[config.mk]
export PLATFORM = sky130hd
export DESIGN_NAME = seg_load_unit
export DESIGN_NICKNAME = d
export VERILOG_FILES = /design/src/rtl/seg_load_pkg.sv /design/src/rtl/seg_desc_decode.sv /design/src/rtl/seg_rules.sv /design/src/rtl/seg_load_unit.sv
export SDC_FILE = /design/constraint.sdc
export NUM_CORES = 1
export LEC_CHECK = 0
export ABC_AREA = 0
export BUFFER_PORTS_ARGS = -buffer_cell sky130_fd_sc_hd__buf_2
export CAP_MARGIN = 20
export CORE_ASPECT_RATIO = 1.75
export CORE_UTILIZATION = 30
export DETAILED_ROUTE_END_ITERATION = 8
export GPL_TIMING_DRIVEN = 0
export PLACE_DENSITY = 0.62
export SYNTH_ARGS = -nofsm -noshare
export SYNTH_HDL_FRONTEND = slang
export SYNTH_SLANG_ARGS = --single-unit
[constraint.sdc]
create_clock -name clk -period 3.51 [get_ports clk]
set_clock_uncertainty 0.05 [all_clocks]
set_input_delay 0.702 -clock clk [delete_from_list [all_inputs] [get_ports clk]]
set_output_delay 0.702 -clock clk [all_outputs]
set_load 0.005 [all_outputs]
[src/rtl/seg_load_pkg.sv]
package seg_load_pkg;

    typedef enum logic [1:0] {
        MODE_PROT = 2'd0,
        MODE_REAL = 2'd1,
        MODE_V86  = 2'd2
    } cpu_mode_e;

    localparam logic [2:0] TGT_CS = 3'd1;
    localparam logic [2:0] TGT_SS = 3'd2;

    localparam logic [7:0] VEC_NP = 8'd11;
    localparam logic [7:0] VEC_SS = 8'd12;
    localparam logic [7:0] VEC_GP = 8'd13;

    typedef struct packed {
        logic [31:0] base;
        logic [31:0] limit;
        logic [7:0]  access;
        logic [3:0]  flags;
        logic        valid;
    } seg_cache_t;

endpackage

[src/rtl/seg_desc_decode.sv]
module seg_desc_decode
    import seg_load_pkg::*;
(
    input  logic [63:0] raw_i,
    output seg_cache_t  cache_o
);
    logic [7:0]  by [8];
    logic [19:0] lim20;
    logic [31:0] base32;
    logic [31:0] lim_scaled;
    logic [3:0]  typ;

    always_comb begin
        for (int k = 0; k < 8; k++) by[k] = raw_i[8*k +: 8];
    end

    assign lim20      = {by[6][3:0], by[1], by[0]};
    assign base32     = {by[7], by[4], by[3], by[2]};
    assign typ        = by[5][3:0];
    assign lim_scaled = by[6][7] ? {lim20, 12'hFFF} : {12'h000, lim20};

    always_comb begin
        cache_o        = '0;
        cache_o.access = by[5];
        cache_o.flags  = by[6][7:4];
        if (by[5][4]) begin
            cache_o.base  = base32;
            cache_o.valid = 1'b1;
            if (by[6][7] && typ[3:2] == 2'b01)
                cache_o.limit = {lim20, 12'h000};
            else
                cache_o.limit = lim_scaled;
        end else begin
            unique case (typ)
                4'd1, 4'd3: begin
                    cache_o.base  = {8'h00, base32[23:0]};
                    cache_o.limit = {16'h0000, by[1], by[0]};
                    cache_o.valid = 1'b1;
                end
                4'd2: begin
                    cache_o.base  = base32;
                    cache_o.limit = {16'h0000, by[1], by[0]};
                    cache_o.valid = 1'b1;
                end
                4'd9, 4'd11: begin
                    cache_o.base  = base32;
                    cache_o.limit = lim_scaled;
                    cache_o.valid = 1'b1;
                end
                4'd4, 4'd5, 4'd6, 4'd7, 4'd12, 4'd14, 4'd15:
                    cache_o.valid = 1'b1;
                default: cache_o.valid = 1'b0;
            endcase
        end
    end
endmodule

[src/rtl/seg_rules.sv]
module seg_rules
    import seg_load_pkg::*;
(
    input  logic       is_stack_i,
    input  logic [1:0] rpl_i,
    input  logic [1:0] cpl_i,
    input  seg_cache_t cache_i,
    output logic       fail_o,
    output logic [7:0] vec_o
);
    logic [4:0] styp;
    logic [1:0] dpl;
    logic       present;

    assign styp    = cache_i.access[4:0];
    assign dpl     = cache_i.access[6:5];
    assign present = cache_i.access[7];

    always_comb begin
        fail_o = 1'b1;
        vec_o  = VEC_GP;
        if (is_stack_i) begin
            if (rpl_i != cpl_i)                 vec_o = VEC_GP;
            else if (!cache_i.valid)            vec_o = VEC_GP;
            else if ((styp & 5'h1A) != 5'h12)   vec_o = VEC_GP;
            else if (dpl != cpl_i)              vec_o = VEC_GP;
            else if (!present)                  vec_o = VEC_SS;
            else                                fail_o = 1'b0;
        end else begin
            if (!cache_i.valid)                 vec_o = VEC_GP;
            else if (!styp[4] || (styp[3:0] & 4'hA) == 4'h8)
                                                vec_o = VEC_GP;
            else if ((!styp[3] || !styp[2]) && (rpl_i > dpl || cpl_i > dpl))
                                                vec_o = VEC_GP;
            else if (!present)                  vec_o = VEC_NP;
            else                                fail_o = 1'b0;
        end
    end
endmodule

[src/rtl/seg_load_unit.sv]
module seg_load_unit
    import seg_load_pkg::*;
#(
    parameter int AW = 32
) (
    input  logic          clk,
    input  logic          rst_n,
    input  logic          start_i,
    input  logic [1:0]    mode_i,
    input  logic [2:0]    target_i,
    input  logic [15:0]   selector_i,
    input  logic [1:0]    cpl_i,
    input  logic [AW-1:0] gdt_base_i,
    input  logic [15:0]   gdt_limit_i,
    input  logic [AW-1:0] ldt_base_i,
    input  logic [31:0]   ldt_limit_i,
    output logic          mem_req_o,
    output logic          mem_we_o,
    output logic [AW-1:0] mem_addr_o,
    output logic [7:0]    mem_wdata_o,
    input  logic          mem_ack_i,
    input  logic [7:0]    mem_rdata_i,
    output logic          busy_o,
    output logic          done_o,
    output logic          seg_we_o,
    output logic [2:0]    seg_idx_o,
    output logic [15:0]   seg_sel_o,
    output logic [31:0]   seg_base_o,
    output logic [31:0]   seg_limit_o,
    output logic [7:0]    seg_attr_o,
    output logic [3:0]    seg_flags_o,
    output logic          seg_valid_o,
    output logic          cpl_we_o,
    output logic [1:0]    cpl_o,
    output logic          fault_o,
    output logic [7:0]    fault_vec_o,
    output logic [15:0]   fault_code_o
);
    localparam int DESC_BYTES = 8;
    localparam int CW         = $clog2(DESC_BYTES);
    localparam logic [CW-1:0] LAST_BYTE = CW'(DESC_BYTES - 1);
    localparam logic [2:0]    ACC_OFS   = 3'd5;

    typedef enum logic [2:0] {
        S_IDLE, S_ROUTE, S_FETCH, S_CHECK, S_COMMIT, S_WBACK, S_DONE, S_FAULT
    } state_e;

    state_e state_q, state_d;

    cpu_mode_e   mode_q;
    logic [2:0]  tgt_q;
    logic [15:0] sel_q;
    logic [1:0]  cpl_q;
    logic [63:0] raw_q;
    logic [CW-1:0] cnt_q;
    logic [AW-1:0] dbase_q;
    seg_cache_t  cache_q, dec;
    logic [7:0]  fvec_q;
    logic [15:0] fcode_q;

    logic        is_stack, sel_null, out_of_bounds, rule_fail;
    logic [7:0]  rule_vec;
    logic [31:0] idx_off, span_end, tbl_lim;
    logic [15:0] err_code;
    logic [31:0] rm_base;

    assign is_stack      = (tgt_q == TGT_SS);
    assign sel_null      = (sel_q[15:2] == 14'd0);
    assign idx_off       = {16'h0000, sel_q[15:3], 3'b000};
    assign span_end      = idx_off + 32'd7;
    assign tbl_lim       = sel_q[2] ? ldt_limit_i : {16'h0000, gdt_limit_i};
    assign out_of_bounds = (span_end > tbl_lim);
    assign err_code      = {sel_q[15:2], 2'b00};
    assign rm_base       = {12'h000, sel_q, 4'h0};

    seg_desc_decode u_decode (.raw_i(raw_q), .cache_o(dec));

    seg_rules u_rules (
        .is_stack_i(is_stack), .rpl_i(sel_q[1:0]), .cpl_i(cpl_q),
        .cache_i(dec), .fail_o(rule_fail), .vec_o(rule_vec)
    );

    // next state
    always_comb begin
        state_d = state_q;
        unique case (state_q)
            S_IDLE:   if (start_i) state_d = S_ROUTE;
            S_ROUTE: begin
                if (mode_q != MODE_PROT)   state_d = S_COMMIT;
                else if (sel_null)         state_d = is_stack ? S_FAULT : S_COMMIT;
                else if (out_of_bounds)    state_d = S_FAULT;
                else                       state_d = S_FETCH;
            end
            S_FETCH:  if (mem_ack_i && cnt_q == LAST_BYTE) state_d = S_CHECK;
            S_CHECK:  state_d = rule_fail ? S_FAULT : S_COMMIT;
            S_COMMIT: state_d = (mode_q == MODE_PROT && !sel_null && !raw_q[40])
                                ? S_WBACK : S_DONE;
            S_WBACK:  if (mem_ack_i) state_d = S_DONE;
            S_DONE:   state_d = S_IDLE;
            S_FAULT:  state_d = S_IDLE;
            default:  state_d = S_IDLE;
        endcase
    end

    // state register
    always_ff @(posedge clk or negedge rst_n) begin
        if (!rst_n) state_q <= S_IDLE;
        else        state_q <= state_d;
    end

    // datapath
    always_ff @(posedge clk or negedge rst_n) begin
        if (!rst_n) begin
            mode_q  <= MODE_PROT;
            tgt_q   <= '0;
            sel_q   <= '0;
            cpl_q   <= '0;
            raw_q   <= '0;
            cnt_q   <= '0;
            dbase_q <= '0;
            cache_q <= '0;
            fvec_q  <= '0;
            fcode_q <= '0;
        end else begin
            unique case (state_q)
                S_IDLE: if (start_i) begin
                    mode_q <= cpu_mode_e'(mode_i);
                    tgt_q  <= target_i;
                    sel_q  <= selector_i;
                    cpl_q  <= cpl_i;
                    cnt_q  <= '0;
                end
                S_ROUTE: begin
                    dbase_q <= (sel_q[2] ? ldt_base_i : gdt_base_i) + AW'(idx_off);
                    fvec_q  <= VEC_GP;
                    fcode_q <= (sel_null && is_stack) ? 16'h0000 : err_code;
                    if (mode_q == MODE_REAL)
                        cache_q <= '{base: rm_base, limit: 32'h0000FFFF,
                                     access: (tgt_q == TGT_CS) ? 8'h9B : 8'h93,
                                     flags: 4'h0, valid: 1'b1};
                    else if (mode_q != MODE_PROT)
                        cache_q <= '{base: rm_base, limit: 32'h0000FFFF,
                                     access: (tgt_q == TGT_CS) ? 8'hFB : 8'hF3,
                                     flags: 4'h0, valid: 1'b1};
                    else
                        cache_q <= '0;
                end
                S_FETCH: if (mem_ack_i) begin
                    raw_q[8*cnt_q +: 8] <= mem_rdata_i;
                    cnt_q <= cnt_q + 1'b1;
                end
                S_CHECK: begin
                    cache_q <= dec;
                    fvec_q  <= rule_vec;
                end
                default: ;
            endcase
        end
    end

    // outputs
    always_comb begin
        busy_o       = (state_q != S_IDLE);
        done_o       = (state_q == S_DONE);
        fault_o      = (state_q == S_FAULT);
        seg_we_o     = (state_q == S_COMMIT);
        mem_req_o    = (state_q == S_FETCH) || (state_q == S_WBACK);
        mem_we_o     = (state_q == S_WBACK);
        mem_addr_o   = dbase_q + AW'((state_q == S_WBACK) ? ACC_OFS : 3'(cnt_q));
        mem_wdata_o  = raw_q[47:40] | 8'h01;
        cpl_we_o     = (state_q == S_COMMIT) && (mode_q != MODE_PROT);
        cpl_o        = (mode_q == MODE_REAL) ? 2'd0 : 2'd3;
        seg_idx_o    = tgt_q;
        seg_sel_o    = sel_q;
        seg_base_o   = cache_q.base;
        seg_limit_o  = cache_q.limit;
        seg_attr_o   = cache_q.access;
        seg_flags_o  = cache_q.flags;
        seg_valid_o  = cache_q.valid;
        fault_vec_o  = fvec_q;
        fault_code_o = fcode_q;
    end

    // assertions
    p_req_hold_r1: assert property (@(posedge clk) disable iff (!rst_n)
        mem_req_o && !mem_ack_i |=> mem_req_o && $stable(mem_addr_o));
    p_code_clear_r2: assert property (@(posedge clk) disable iff (!rst_n)
        fault_o |-> fault_code_o[1:0] == 2'b00);
    p_ss_only_stack_r5: assert property (@(posedge clk) disable iff (!rst_n)
        fault_o && fault_vec_o == VEC_SS |-> seg_idx_o == TGT_SS);
    p_null_inval_r6: assert property (@(posedge clk) disable iff (!rst_n)
        seg_we_o && !seg_valid_o |-> seg_sel_o[15:2] == 14'd0);
    p_wb_sets_acc_r10: assert property (@(posedge clk) disable iff (!rst_n)
        mem_req_o && mem_we_o |-> mem_wdata_o[0]);
    p_cpl_with_commit_r11: assert property (@(posedge clk) disable iff (!rst_n)
        cpl_we_o |-> seg_we_o);
    p_fault_idle_r13: assert property (@(posedge clk) disable iff (!rst_n)
        fault_o |=> !busy_o && !seg_we_o && !fault_o);
endmodule

==> out/qor.yml <==
numPlacedInstances: 2072
setup_repair_after_global_routing_missed_its_margin: "yes"
multi_input_area_um2: 6181
startpoint_type: "flop"
min_period_over_period: 1.070
drc: 16
sw_frac_of_total: 0.4359
post-route-cell-area_um2: 15320
yosys_most_used_dff: "dfrtp_1"
proportion_of_synthesized_flip_flops_having_asynchronous_set_or_reset: 1.000
final_routed_wire_length_divided_by_cell_count_um: 20.88
tightest_slew_ns: 0.9572
syn-cell-area_um2: 11900
layout.filler_cells: 3915
drt_wl_total_um: 44480
pin_count_of_the_biggest_net_entering_global_routing: 104
setup_violations: 7
clock_tree_root: "clkbuf_16"
power.total_mw: 12.64
slew_violations: 0
pwr_density_cell_nw_per_um2: 825.0
synth_enable_flop_cells: 0
worst_setup_hold_path_clk_slew_ns: 0.07
setup-tns-final_ns: -1.035
critical_path.reg2reg.endpoint: "dbase_q[25]"
fp.dieH_um: 265.5
route.antenna.remaining_nets: 0
number_of_antenna_violations_at_the_first_check_in_global_routing: 1
pwr-share-comb: 0.484
worst-setup-path-type: "reg -> out"
critical_path.endpoint: "mem_addr_o[28]"
worstSkewPairLatency_ns: 0.51
global_route_wire_length_before_repair_um: 66250
die_w_um: 152.5
hold_viol: 0
worst-endpoint-arrival_ns: 3.00
coreArea_um2: 39160
tritoncts_clock_tree: "built"
total_number_of_yosys_warnings: 0
nNetsFinal: 1816
hold_class: "in -> reg"
run_status: "finished, violations left"
setup.worst_path.end_class: "primary output"
pre_cts_ws_ns: -0.9478
number_of_cells_on_the_worst_reg_to_reg_path: 12
post-route-util: 0.3912
die_area_um2: 40490
hold_slack_ns: 0.3490
route.detailed.vias_per_inst: 5.230
routed-via-count: 11140
p_leak_nw: 7.307
postLayoutSetupSlackWorst_ns: -0.2443
ff_latch_area_um2: 5513
cts_max_level: 1
clockPowerShare: 0.180
detail_route.first_pass.iterations: 9
max-clock-path-buffers: 3
crit_required_ns: 2.76
critical_path.cell_chain: "nand3b_1 -> nand2_2 -> ha_4 -> inv_2 -> fa_2 -> nor2b_4 -> o21ba_4 -> nand4_1 -> or2_4 -> nand2b_4 -> xnor2_2 -> buf_2"
internal_power_mw: 7.129
gp_congestion: 0.9166
initial_utilization: 0.3039
psw_mw: 5.509
synth_sequential_area_ratio: 0.4627
critical_path.slowest_cell: "dfrtp_2"
syn-mean-instance-area_um2: 9.391
reg2reg_setup_slack_ns: 0.13
ir_drop_v: 0.0003671
antenna_cells_inserted: 0
port_buf_inserts: 308
regToRegStartpoint: "seg_sel_o[2]"
slew_headroom: 0.3618
clkSinkCount: 220
power.sequential.fraction: 0.337
hpwl_reported_at_the_end_of_detailed_placement_um: 35020
grt_util_all_layers: 0.2152
cp-startpoint: "state_q[1]"
highest_cell_delay_on_the_worst_timing_path_ns: 0.41
postSynthRegisterBits: 220
design.portCount: 316
max_cap_viol_count: 0
worstPathMaxFanout: 4
final_cell_count_without_fillers: 2130
placementRows: 96
grt_residual_overflow: 0
number_of_cells_produced_by_synthesis: 1267
fmax_mhz: 266.4
min_delay_startpoint: "selector_i[0]"
period_needed_ns: 3.754
drtIter0Drc: 723
layout-drive-gt1-share: 0.3000
failing_checks: "DRC, setup timing"
place_area_um2: 14190
layout-area-overhead-vs-synth_pct: 28.75
first_global_vias: 10960
cts_made_buffers: 21
ys_types: 72
power by group through the flow:
stage | Sequential [mW] | Combinational [mW] | Clock, mW
final | 4.25 | 6.11 | 2.27
after global routing | 4.36 | 6.73 | 2.40
after CTS | 4.23 | 6.09 | 2.31
after detailed placement | 4.28 | 5.80 | 0
after global placement | 4.25 | 5.69 | 0
after floorplan | 3.95 | 3.60 | 0
routing by layer:
| layer | track usage | wire length, µm |
|---|---|---|
| met5 | 0 | 17 |
| met3 | 0.02346 | 2136 |
| met1 | 0.2346 | 16260 |
| met2 | 0.4044 | 23770 |
| met4 | 0.1188 | 2296 |
worst min path at each step:
stage                endpoint  slack, ns  depth (start not counted)
2_1_floorplan        cnt_q[0]       0.36                          0
3_3_place_gp   seg_flags_o[1]       0.40                          2
3_5_place_dp   fault_vec_o[3]       0.41                          1
4_1_cts              cpl_q[0]       0.34                          3
5_1_grt         seg_sel_o[12]       0.36                          2
6_report         seg_sel_o[0]       0.35                          3
worst max-delay path: cells and delay by family, from the launching register on:
kind                     cells  cell delay (ns)
AO/OA/AOI/OAI                1             0.15
XOR/XNOR                     1             0.12
adder cells (fa/ha/maj)      2             0.50
buffers and inverters        2             0.15
flip-flops                   1             0.41
AND/OR/NAND/NOR              6             1.14
sequential cells by signal (all words and copies together), names as in the netlist, 4 cells and up:
| register | flops |
|---|---|
| fault_vec_o | 4 |
| seg_attr_o | 8 |
| seg_base_o | 32 |
| dbase_q | 32 |
| seg_sel_o | 16 |
| raw_q | 64 |
| seg_limit_o | 32 |
| seg_flags_o | 4 |
| fault_code_o | 14 |
cell usage in the layout, fill, tap and decap left out, types with 13 or more instances in the layout:
cell       count
a21oi_1       53
a221oi_1      16
a22o_1        36
buf_2        318
buf_4         35
clkbuf_1      48
clkbuf_16     21
dfrtp_1      214
ha_1          35
inv_1         30
mux2_2        38
mux2i_1       31
nand2_1      212
nand3_1       40
nand4_1       13
nor2_1        86
nor2b_1       16
nor3_1        14
o21ai_0      109
xnor2_1       29
xor2_1        17
cells in the mapped netlist, drive strengths merged (8+ instances only):
cell type	instances	area share
a211oi	11	0.0084
xor2	18	0.013
a21oi	54	0.023
a221oi	16	0.012
dfrtp	220	0.46
nand2b	11	0.0058
nor3	15	0.0063
inv	32	0.010
nand3	42	0.018
nand4	13	0.0068
a21o	8	0.0050
o211ai	9	0.0057
mux2	39	0.037
nand2	215	0.068
buf	35	0.018
xnor2	32	0.024
nor2	90	0.028
mux2i	32	0.027
nor4	11	0.0058
nor2b	19	0.011
a22o	36	0.026
o31ai	10	0.0063
o221ai	10	0.0074
clkbuf	45	0.014
o21ai	113	0.048
and3	11	0.0058
ha	40	0.042
logic make-up (layout without fill, tap and decap cells):
group,count (synthesis),after routing,share of synthesized area
and+or+nand+nor,455,455,0.1725
muxes,71,71,0.06383
adders and majority gates,42,42,0.04543
buffers and inverters,112,480,0.04206
xor gates and xnor gates,50,50,0.03680
DFF,220,220,0.4627
AOI/OAI and AO/OA,315,315,0.1761
other,2,7,0.0006312
final cells by class:
type | instances | share of cell area
clock buffer | 29 | 0.03822
timing repair buffer | 337 | 0.1203
sequential | 220 | 0.3598
clock inverter | 7 | 0.004655
inverter | 32 | 0.008004
buffer | 75 | 0.02548
tap | 490 | 0.04002
multi-input combinational | 940 | 0.4035
what timing repair did:
action	CTS	global route
buffers inserted	18	12
endpoints found under the hold margin	15	0
resized for setup	50	23
hold buffers	1	0
setup endpoints to repair	55	29
pin swaps	14	20
Power figures use the tool's default switching activity.
